**config.mk**
```make
export PLATFORM = sky130hd
export DESIGN_NAME = pgw_xlate
export DESIGN_NICKNAME = d
export VERILOG_FILES = /design/src/rtl/pgw_pkg.sv /design/src/rtl/pgw_tcache.sv /design/src/rtl/pgw_walker.sv /design/src/rtl/pgw_xlate.sv
export SDC_FILE = /design/constraint.sdc
export NUM_CORES = 1
export LEC_CHECK = 0
export BUFFER_PORTS_ARGS = -buffer_cell sky130_fd_sc_hd__buf_2
export CAP_MARGIN = 20
export CELL_PAD_IN_SITES_DETAIL_PLACEMENT = 0
export CELL_PAD_IN_SITES_GLOBAL_PLACEMENT = 1
export CORE_UTILIZATION = 48
export CTS_BUF_LIST = sky130_fd_sc_hd__clkbuf_4 sky130_fd_sc_hd__clkbuf_8 sky130_fd_sc_hd__clkbuf_16
export CTS_CLUSTER_SIZE = 28
export DETAILED_ROUTE_END_ITERATION = 6
export PLACE_DENSITY_LB_ADDON = 0.1
export SETUP_SLACK_MARGIN = 0.15
export SLEW_MARGIN = 5
export SYNTH_ARGS = -nofsm -noshare
export SYNTH_HDL_FRONTEND = slang
export SYNTH_HIERARCHICAL = 1
export SYNTH_SLANG_ARGS = --single-unit
export TNS_END_PERCENT = 20
```
**constraint.sdc**
```tcl
create_clock -name clk -period 3.3 [get_ports clk]
set_input_delay 0.33 -clock clk [delete_from_list [all_inputs] [get_ports clk]]
set_output_delay 0.33 -clock clk [all_outputs]
set_load 0.03 [all_outputs]
```
**src/rtl/pgw_pkg.sv**
```systemverilog
package pgw_pkg;
  localparam int ADDR_W = 32;
  localparam int OFF_W  = 12;
  localparam int IDX_W  = 10;
  localparam int VPN_W  = ADDR_W - OFF_W;

  typedef enum logic [2:0] {
    ST_IDLE,
    ST_DIR_RQ,
    ST_DIR_WT,
    ST_TAB_RQ,
    ST_TAB_WT,
    ST_RSP
  } walk_st_e;

  // word address of the directory entry for a linear address
  function automatic logic [ADDR_W-1:0] dir_rd_addr(input logic [ADDR_W-1:0] base,
                                                    input logic [ADDR_W-1:0] la);
    return {base[ADDR_W-1:OFF_W], la[ADDR_W-1:ADDR_W-IDX_W], 2'b00};
  endfunction

  // word address of the table entry, given the fetched directory entry
  function automatic logic [ADDR_W-1:0] tab_rd_addr(input logic [ADDR_W-1:0] pde,
                                                    input logic [ADDR_W-1:0] la);
    return {pde[ADDR_W-1:OFF_W], la[ADDR_W-IDX_W-1:OFF_W], 2'b00};
  endfunction

  function automatic logic entry_ok(input logic [ADDR_W-1:0] e);
    return e[0];
  endfunction

  function automatic logic [VPN_W-1:0] frame_of(input logic [ADDR_W-1:0] e);
    return e[ADDR_W-1:OFF_W];
  endfunction

  function automatic logic [VPN_W-1:0] page_of(input logic [ADDR_W-1:0] la);
    return la[ADDR_W-1:OFF_W];
  endfunction

  function automatic logic [ADDR_W-1:0] join_paddr(input logic [VPN_W-1:0] pfn,
                                                   input logic [ADDR_W-1:0] la);
    return {pfn, la[OFF_W-1:0]};
  endfunction
endpackage

```
**src/rtl/pgw_tcache.sv**
```systemverilog
module pgw_tcache
  import pgw_pkg::*;
#(
  parameter int ENTRIES = 4
) (
  input  logic             clk,
  input  logic             rst_n,
  input  logic             flush,
  input  logic [VPN_W-1:0] lk_vpn,
  output logic             lk_hit,
  output logic [VPN_W-1:0] lk_pfn,
  input  logic             fill_en,
  input  logic [VPN_W-1:0] fill_vpn,
  input  logic [VPN_W-1:0] fill_pfn
);
  localparam int IW = (ENTRIES > 1) ? $clog2(ENTRIES) : 1;

  logic [ENTRIES-1:0] vld_q;
  logic [VPN_W-1:0]   key_q [ENTRIES];
  logic [VPN_W-1:0]   val_q [ENTRIES];
  logic [IW-1:0]      rr_q;
  logic [ENTRIES-1:0] hit_vec;
  logic [ENTRIES-1:0] dup_vec;
  logic [IW-1:0]      victim;
  logic               has_free;
  logic               all_full;

  for (genvar g = 0; g < ENTRIES; g++) begin : g_cmp
    assign hit_vec[g] = vld_q[g] && (key_q[g] == lk_vpn);
    assign dup_vec[g] = vld_q[g] && (key_q[g] == fill_vpn);
  end

  assign lk_hit   = |hit_vec;
  assign all_full = &vld_q;

  always_comb begin
    lk_pfn = '0;
    for (int i = 0; i < ENTRIES; i++) begin
      if (hit_vec[i]) lk_pfn = lk_pfn | val_q[i];
    end
  end

  // lowest empty slot first, round-robin pointer only when full
  always_comb begin
    victim   = rr_q;
    has_free = 1'b0;
    for (int i = 0; i < ENTRIES; i++) begin
      if (!vld_q[i] && !has_free) begin
        victim   = IW'(i);
        has_free = 1'b1;
      end
    end
  end

  always_ff @(posedge clk or negedge rst_n) begin
    if (!rst_n) begin
      vld_q <= '0;
      rr_q  <= '0;
      for (int i = 0; i < ENTRIES; i++) begin
        key_q[i] <= '0;
        val_q[i] <= '0;
      end
    end else if (flush) begin
      vld_q <= '0;
    end else if (fill_en) begin
      vld_q[victim] <= 1'b1;
      key_q[victim] <= fill_vpn;
      val_q[victim] <= fill_pfn;
      if (all_full) begin
        if (rr_q == IW'(ENTRIES - 1)) rr_q <= '0;
        else                          rr_q <= rr_q + 1'b1;
      end
    end
  end

  // keys stay unique even when frames alias
  p_unique_hit_r7: assert property (@(posedge clk) disable iff (!rst_n)
    $onehot0(hit_vec)) else $error("multiple slots hit");

  p_flush_empties_r8: assert property (@(posedge clk) disable iff (!rst_n)
    flush |=> !lk_hit) else $error("hit after flush");

  p_fill_only_new_r9: assert property (@(posedge clk) disable iff (!rst_n)
    fill_en |-> !(|dup_vec)) else $error("fill duplicates a resident page");
endmodule

```
**src/rtl/pgw_walker.sv**
```systemverilog
module pgw_walker
  import pgw_pkg::*;
(
  input  logic              clk,
  input  logic              rst_n,
  input  logic [ADDR_W-1:0] base,
  input  logic              flush,
  input  logic              req_valid,
  output logic              req_ready,
  input  logic [ADDR_W-1:0] req_laddr,
  input  logic              lk_hit,
  input  logic [VPN_W-1:0]  lk_pfn,
  output logic              fill_en,
  output logic [VPN_W-1:0]  fill_vpn,
  output logic [VPN_W-1:0]  fill_pfn,
  output logic              mem_req,
  output logic [ADDR_W-1:0] mem_addr,
  input  logic              mem_rvalid,
  input  logic [ADDR_W-1:0] mem_rdata,
  output logic              rsp_valid,
  input  logic              rsp_ready,
  output logic [ADDR_W-1:0] rsp_paddr,
  output logic              rsp_fault
);
  walk_st_e          st_q;
  logic [ADDR_W-1:0] la_q;
  logic [ADDR_W-1:0] pde_q;
  logic [ADDR_W-1:0] pa_q;
  logic              flt_q;

  // named events for the assertions
  logic acc;
  logic acc_hit;
  logic dir_bad;
  logic tab_done;

  assign req_ready = (st_q == ST_IDLE) && !flush;
  assign acc       = req_valid && req_ready;
  assign acc_hit   = acc && lk_hit;
  assign dir_bad   = (st_q == ST_DIR_WT) && mem_rvalid && !entry_ok(mem_rdata);
  assign tab_done  = (st_q == ST_TAB_WT) && mem_rvalid;

  assign mem_req  = (st_q == ST_DIR_RQ) || (st_q == ST_TAB_RQ);
  assign mem_addr = (st_q == ST_DIR_RQ) ? dir_rd_addr(base, la_q) : tab_rd_addr(pde_q, la_q);

  assign fill_en  = tab_done && entry_ok(mem_rdata) && !flush;
  assign fill_vpn = page_of(la_q);
  assign fill_pfn = frame_of(mem_rdata);

  assign rsp_valid = (st_q == ST_RSP);
  assign rsp_paddr = pa_q;
  assign rsp_fault = flt_q;

  always_ff @(posedge clk or negedge rst_n) begin
    if (!rst_n) begin
      st_q  <= ST_IDLE;
      la_q  <= '0;
      pde_q <= '0;
      pa_q  <= '0;
      flt_q <= 1'b0;
    end else begin
      case (st_q)
        ST_IDLE: begin
          if (acc) begin
            la_q <= req_laddr;
            if (lk_hit) begin
              pa_q  <= join_paddr(lk_pfn, req_laddr);
              flt_q <= 1'b0;
              st_q  <= ST_RSP;
            end else begin
              st_q <= ST_DIR_RQ;
            end
          end
        end
        ST_DIR_RQ: st_q <= ST_DIR_WT;
        ST_DIR_WT: begin
          if (mem_rvalid) begin
            if (entry_ok(mem_rdata)) begin
              pde_q <= mem_rdata;
              st_q  <= ST_TAB_RQ;
            end else begin
              pa_q  <= '0;
              flt_q <= 1'b1;
              st_q  <= ST_RSP;
            end
          end
        end
        ST_TAB_RQ: st_q <= ST_TAB_WT;
        ST_TAB_WT: begin
          if (mem_rvalid) begin
            if (entry_ok(mem_rdata)) begin
              pa_q  <= join_paddr(frame_of(mem_rdata), la_q);
              flt_q <= 1'b0;
            end else begin
              pa_q  <= '0;
              flt_q <= 1'b1;
            end
            st_q <= ST_RSP;
          end
        end
        ST_RSP: if (rsp_ready) st_q <= ST_IDLE;
        default: st_q <= ST_IDLE;
      endcase
    end
  end

  p_bad_dir_stops_r3: assert property (@(posedge clk) disable iff (!rst_n)
    dir_bad |=> rsp_valid && rsp_fault && !mem_req) else $error("walk went on after bad directory entry");

  p_no_fill_on_fault_r5: assert property (@(posedge clk) disable iff (!rst_n)
    fill_en |=> rsp_valid && !rsp_fault) else $error("fill on faulting walk");

  p_hit_no_read_r6: assert property (@(posedge clk) disable iff (!rst_n)
    acc_hit |=> rsp_valid && !mem_req) else $error("hit did not answer next cycle");

  p_rsp_hold_r10: assert property (@(posedge clk) disable iff (!rst_n)
    (rsp_valid && !rsp_ready) |=> rsp_valid && $stable(rsp_paddr) && $stable(rsp_fault))
    else $error("response changed before acceptance");

  p_busy_refuses_r10: assert property (@(posedge clk) disable iff (!rst_n)
    (rsp_valid || mem_req) |-> !req_ready) else $error("request taken while busy");
endmodule

```
**src/rtl/pgw_xlate.sv**
```systemverilog
module pgw_xlate
  import pgw_pkg::*;
#(
  parameter int ENTRIES = 4
) (
  input  logic        clk,
  input  logic        rst_n,
  input  logic        base_we,
  input  logic [31:0] base_wdata,
  input  logic        req_valid,
  output logic        req_ready,
  input  logic [31:0] req_laddr,
  output logic        rsp_valid,
  input  logic        rsp_ready,
  output logic [31:0] rsp_paddr,
  output logic        rsp_fault,
  output logic        mem_req,
  output logic [31:0] mem_addr,
  input  logic        mem_rvalid,
  input  logic [31:0] mem_rdata
);
  logic [ADDR_W-1:0] base_q;
  logic              lk_hit;
  logic [VPN_W-1:0]  lk_pfn;
  logic              fill_en;
  logic [VPN_W-1:0]  fill_vpn;
  logic [VPN_W-1:0]  fill_pfn;

  always_ff @(posedge clk or negedge rst_n) begin
    if (!rst_n)       base_q <= '0;
    else if (base_we) base_q <= base_wdata;
  end

  pgw_tcache #(.ENTRIES(ENTRIES)) u_cache (
    .clk      (clk),
    .rst_n    (rst_n),
    .flush    (base_we),
    .lk_vpn   (page_of(req_laddr)),
    .lk_hit   (lk_hit),
    .lk_pfn   (lk_pfn),
    .fill_en  (fill_en),
    .fill_vpn (fill_vpn),
    .fill_pfn (fill_pfn)
  );

  pgw_walker u_walk (
    .clk        (clk),
    .rst_n      (rst_n),
    .base       (base_q),
    .flush      (base_we),
    .req_valid  (req_valid),
    .req_ready  (req_ready),
    .req_laddr  (req_laddr),
    .lk_hit     (lk_hit),
    .lk_pfn     (lk_pfn),
    .fill_en    (fill_en),
    .fill_vpn   (fill_vpn),
    .fill_pfn   (fill_pfn),
    .mem_req    (mem_req),
    .mem_addr   (mem_addr),
    .mem_rvalid (mem_rvalid),
    .mem_rdata  (mem_rdata),
    .rsp_valid  (rsp_valid),
    .rsp_ready  (rsp_ready),
    .rsp_paddr  (rsp_paddr),
    .rsp_fault  (rsp_fault)
  );

  p_base_write_blocks_r8: assert property (@(posedge clk) disable iff (!rst_n)
    base_we |-> !req_ready) else $error("request accepted during base write");
endmodule

```
Word-level counts from Yosys, hierarchy flattened:

Index checks and enable logic that the tools add are counted.

* bits in registers: 298
* output and inout port bits: 68
* word-level logic and storage cells: 116

* add/sub/neg operators: 1
* $lt $le $gt $ge: 4
* equality and inequality tests: 16
* muxes and demuxes: 42
* bitwise operators: 6
* reductions and logical operators: 31

Operators by type and width (number)
* 32-bit 2-to-1 mux: 7
* 80-bit bitwise mux: 2
* 20-bit 2-to-1 mux: 5
* 32-bit case mux with 3 select lines: 1
* 20-bit == test: 4
* 20-bit OR: 3
* 20-bit demux with 2-bit select: 1
* 3-bit 2-to-1 mux: 6
* 3-bit case mux with 6 select lines: 1
* 1-bit logical AND: 14
* 6-bit AND reduction: 2
* 1-bit 2-to-1 mux: 10
* 2-bit 2-to-1 mux: 5
* 4-bit 2-to-1 mux: 2
* 2-bit inequality test (second input constant): 4
* 3-bit by 2-bit == test with 1-bit output (second input constant): 2
* 3-bit == test (second input constant): 2
* 1-bit zero test: 6
* 2-bit by 1-bit inequality test with 1-bit output (second input constant): 2
* 4-bit OR: 1
* 2-bit AND reduction: 2
* 4-bit AND reduction: 1
* 4-bit OR reduction: 1
* 3-bit by 1-bit == test with 1-bit output (second input constant): 1
* other kinds (15): 15

Depth between registers and ports, before layout:

* word-level depth: 16
* mapped depth: 12

Modules after synthesis:

Netlist, hierarchy kept.

By module, submodules not included
* pgw_tcache: times used 1, cells an instance 614, area each 7897.6 um^2
* pgw_walker: times used 1, cells an instance 408, area each 4784.6 um^2
* pgw_xlate: times used 1, cells an instance 68, area each 1345.0 um^2

Least setup slack after synthesis:

Ideal clock, no wire load.

* path kind: input-to-reg
* start: input req_laddr[31]
* end: register u_walk.pa_q[10] (netlist: u_walk/rsp_paddr[10])
* arrival: 2.592 ns
* required time: 3.175 ns
* path slack: 0.583 ns
* stages on the path: 12
* path buffers: 4
* cells stage by stage: clkbuf_1 > xnor2_1 > nand4_1 > nor4_1 > buf_2 > nand3_1 > nand3_1 > o31ai_1 > or4_4 > buf_6 > buf_12 > mux2_4

* cells in the longest elaborated chain, start to end: 5

RTL lines
* from (decl): RTL line pgw_xlate.sv:12 `input logic [31:0] req_laddr,`
* 20-bit == test: RTL line pgw_tcache.sv:29 `assign hit_vec[g] = vld_q[g] && (key_q[g] == lk_vpn);`
* 1-bit logical AND: RTL line pgw_tcache.sv:29
* 4-bit OR reduction (*): RTL line pgw_tcache.sv:33 `assign lk_hit = |hit_vec;`
* named net lk_hit: RTL line pgw_xlate.sv:23 `logic lk_hit;`
* 2-bit inequality test (no source line) (*)
* 6-bit AND reduction (no source line) (*)
* to (signal assigned): RTL line pgw_walker.sv:67 `pa_q <= join_paddr(lk_pfn, req_laddr);`
* to (signal assigned): RTL line pgw_walker.sv:92 `pa_q <= join_paddr(frame_of(mem_rdata), la_q);`
* to (decl): RTL line pgw_walker.sv:28 `logic [ADDR_W-1:0] pa_q;`

Mark *: on every way through the listed nets, which the timed path passes. The rest lies on a longest branch.
A chain may end at the register's enable or synchronous reset.

Worst setup path in the final report:

* start: register u_walk.st_q[1]
* end: output mem_addr[27]

* cells in the longest elaborated chain, start to end: 2

RTL lines
* from (decl): RTL line pgw_walker.sv:25 `walk_st_e st_q;`
* from (signal assigned): RTL line pgw_walker.sv:56 `st_q <= ST_IDLE;`
* from (signal assigned): RTL line pgw_walker.sv:69 `st_q <= ST_RSP;`
* from (signal assigned): RTL line pgw_walker.sv:71 `st_q <= ST_DIR_RQ;`
* 3-bit by 1-bit == test with 1-bit output: RTL line pgw_walker.sv:44 `assign mem_addr = (st_q == ST_DIR_RQ) ? dir_rd_addr(base, la_q) : tab_rd_addr(pde_q, la_q);`
* 32-bit 2-to-1 mux: RTL line pgw_walker.sv:44
* to (decl): RTL line pgw_xlate.sv:18 `output logic [31:0] mem_addr,`

Every way passes these cells.

==> metrics.md <==
| Metric | Value |
|---|---|
| Nets@finish | 1276 |
| Area grow syn2layout | 14.71% |
| Cell Area, Synth | 0.01353 sq mm |
| Met2 wire length | 15270 um |
| Most frequent cells in the layout | 274 x dfrtp_1, 159 x mux2_1, 143 x buf_2 |
| Clock Path Buffers | 3 |
| Grt total ovfl | 0 |
| Synth warnings | 6 |
| Skew-Pair Late Insertion Delay | 550 ps |
| Antenna violations before repair | 2 |
| Gate Count Post-Synth | 1065 |
| Worst setup EP type | output pin |
| Die area | 0.02886 sq mm |
| Placer congestion estimate | 0.7761 |
| WL met3 | 1684 um |
| Iteration-0 DRC count of the detailed router | 516 |
| Count of final max-slew check failures | 0 |
| Cell Pwr Density | 732.0 mW/mm^2 |
| Worst setup SP type | flop |
| Setup Skew | 9.973 ps |
| Met1 WL | 15270 um |
| CTS buffer count | 31 |
| Post-CTS sizing | 0 |
| Total negative slack | 0 ps |
| Clk slew on worst S/H paths | 60 ps |
| Critical path required time | 2970 ps |
| Non-Filler Instances | 1572 |
| Overall Global Routing Usage | 23.22% |
| Die X | 169.9 um |
| Crit path kind | flop to output pin |
| Die Ht | 169.9 um |
| Layout cell share with drive strength beyond 1 | 32.94% |
| Worst-Margin Slew | 718.8 ps |
| Placed Instances | 1503 |
| Endpoint arrival time on the critical path | 2590 ps |
| CTS Sinks | 274 |
| # fillers | 2420 |
| Vias | 8631 |
| WHS | 25.51 ps |
| Setup WS pre-CTS | 402.3 ps |
| Status | completed |
| Max-slew headroom | 52.08% |
| Vias in the first global route | 8743 |
| I/O Buffers | 144 |
| CTS tree | built |
| Starting Density | 48.69% |
| Fin crit share | 88.55% |
| Max Cap Violations | 0 |
| H-tree Lvls | 1 |
| Peak VDD IR | 0.0004223 V |
| I/O Pins | 170 |
| Routed len/inst | 20.95 um |
| Final setup margin | 378.0 ps |
| Pin count of the biggest net entering global routing | 88 |
| # setup viols final | 0 |
| Final wirelength | 32930 um |
| Vias per cell | 5.490 |
| Most common cell after layout, fill and taps aside | dfrtp_1 |
| First-pass GRT wire length | 51470 um |
| Avg Cell Area, Syn | 12.70 sq um |
| DRT Pass-1 Iters | 5 |
| # rows | 61 |
| Static leakage | 7.669 nW |
| RSZ-0062 raised after global routing | no |
| ANT nets after route | 0 |
| Core footprint | 0.02778 sq mm |
| Fin. Hold Viols | 0 |
| Drt drc | 0 |
| Top Metal Used | met5 |
| FMAX | 342.2 MHz |
| Clock period minus worst slack | 2922 ps |
| Final HPWL DP | 21330 um |
| Worst Hold Class | primary input to flop |
| Worst Path Max Fanout | 20 |
| Root buf cell | clkbuf_16 |
[worst max-delay path, cell delays in order (launching register included)]
cell and delay, ps:
dfrtp_1 400, buf_4 200, nor2_1 120, and2_2 530, buf_12 240, mux2_2 350, buf_2 180
[routing by layer]
layer / global-route usage (%) / vias to the layer above
met5: 0 / -
met4: 6.228 / 2
met3: 3.488 / 49
met2: 37.69 / 239
met1: 32.49 / 4373
li1: - / 3968
[sequential cells by signal, summed over array words and instances, names as in the netlist]
| signal | count |
|---|---|
| u_cache/key_q | 80 |
| u_cache/val_q | 80 |
| u_cache/vld_q | 4 |
| u_walk/rsp_fault | 1 |
| u_walk/rsp_paddr | 32 |
| base_q | 20 |
| u_cache/rr_q | 2 |
| u_walk/la_q | 32 |
| u_walk/st_q | 3 |
| u_walk/pde_q | 20 |
[stage by stage]
step / util (%) / power (mW) / area [sq um]
after floorplan: - / 7.162 / 13530
after global placement: 51.63 / 7.957 / 14340
after detailed placement: 51.63 / 8.011 / 14340
after CTS: 55.84 / 11.48 / 15510
after global routing: 55.84 / 11.91 / 15510
final: 55.85 / 11.36 / 15520
[area by class of cell]
cell class,count,area [sq um],area share [%]
Antenna cell,1,2.502,0.01613
Clock buffer,45,930.9,6.000
Clock inverter,8,90.09,0.5806
Inverter,6,22.52,0.1451
Multi-Input combinational cell,666,5909,38.09
Sequential cell,274,6857,44.19
Tap cell,378,473.0,3.048
Timing Repair Buffer,194,1231,7.935
[power breakdown]
| group | internal (mW) | switching (mW) |
|---|---|---|
| clock network | 2.09 | 1.34 |
| logic | 1.45 | 1.91 |
| registers | 4.06 | 0.511 |
[final timing paths]
path / slack [ps] / to / from / depth (start not counted)
worst max-delay path: 380 / mem_addr[27] / u_walk/st_q[1] / 6
worst min-delay path: 30 / base_q[24] / base_wdata[24] / 2
worst max register to register: 530 / u_walk/rsp_paddr[25] / u_cache/key_q[5] / 9
worst min register to register: 490 / u_cache/val_q[26] / u_cache/val_q[26] / 1
max in group asynchronous: 2060 / u_walk/pde_q[27] / rst_n / 3
min in group asynchronous: 380 / u_walk/rsp_paddr[6] / rst_n / 2
[what timing repair did]
action                                 4_1_cts  5_1_grt
hold buffers                                15        0
endpoints found under the hold margin       97        0
setup buffers                                0        0
Power figures use the tool's default switching activity.
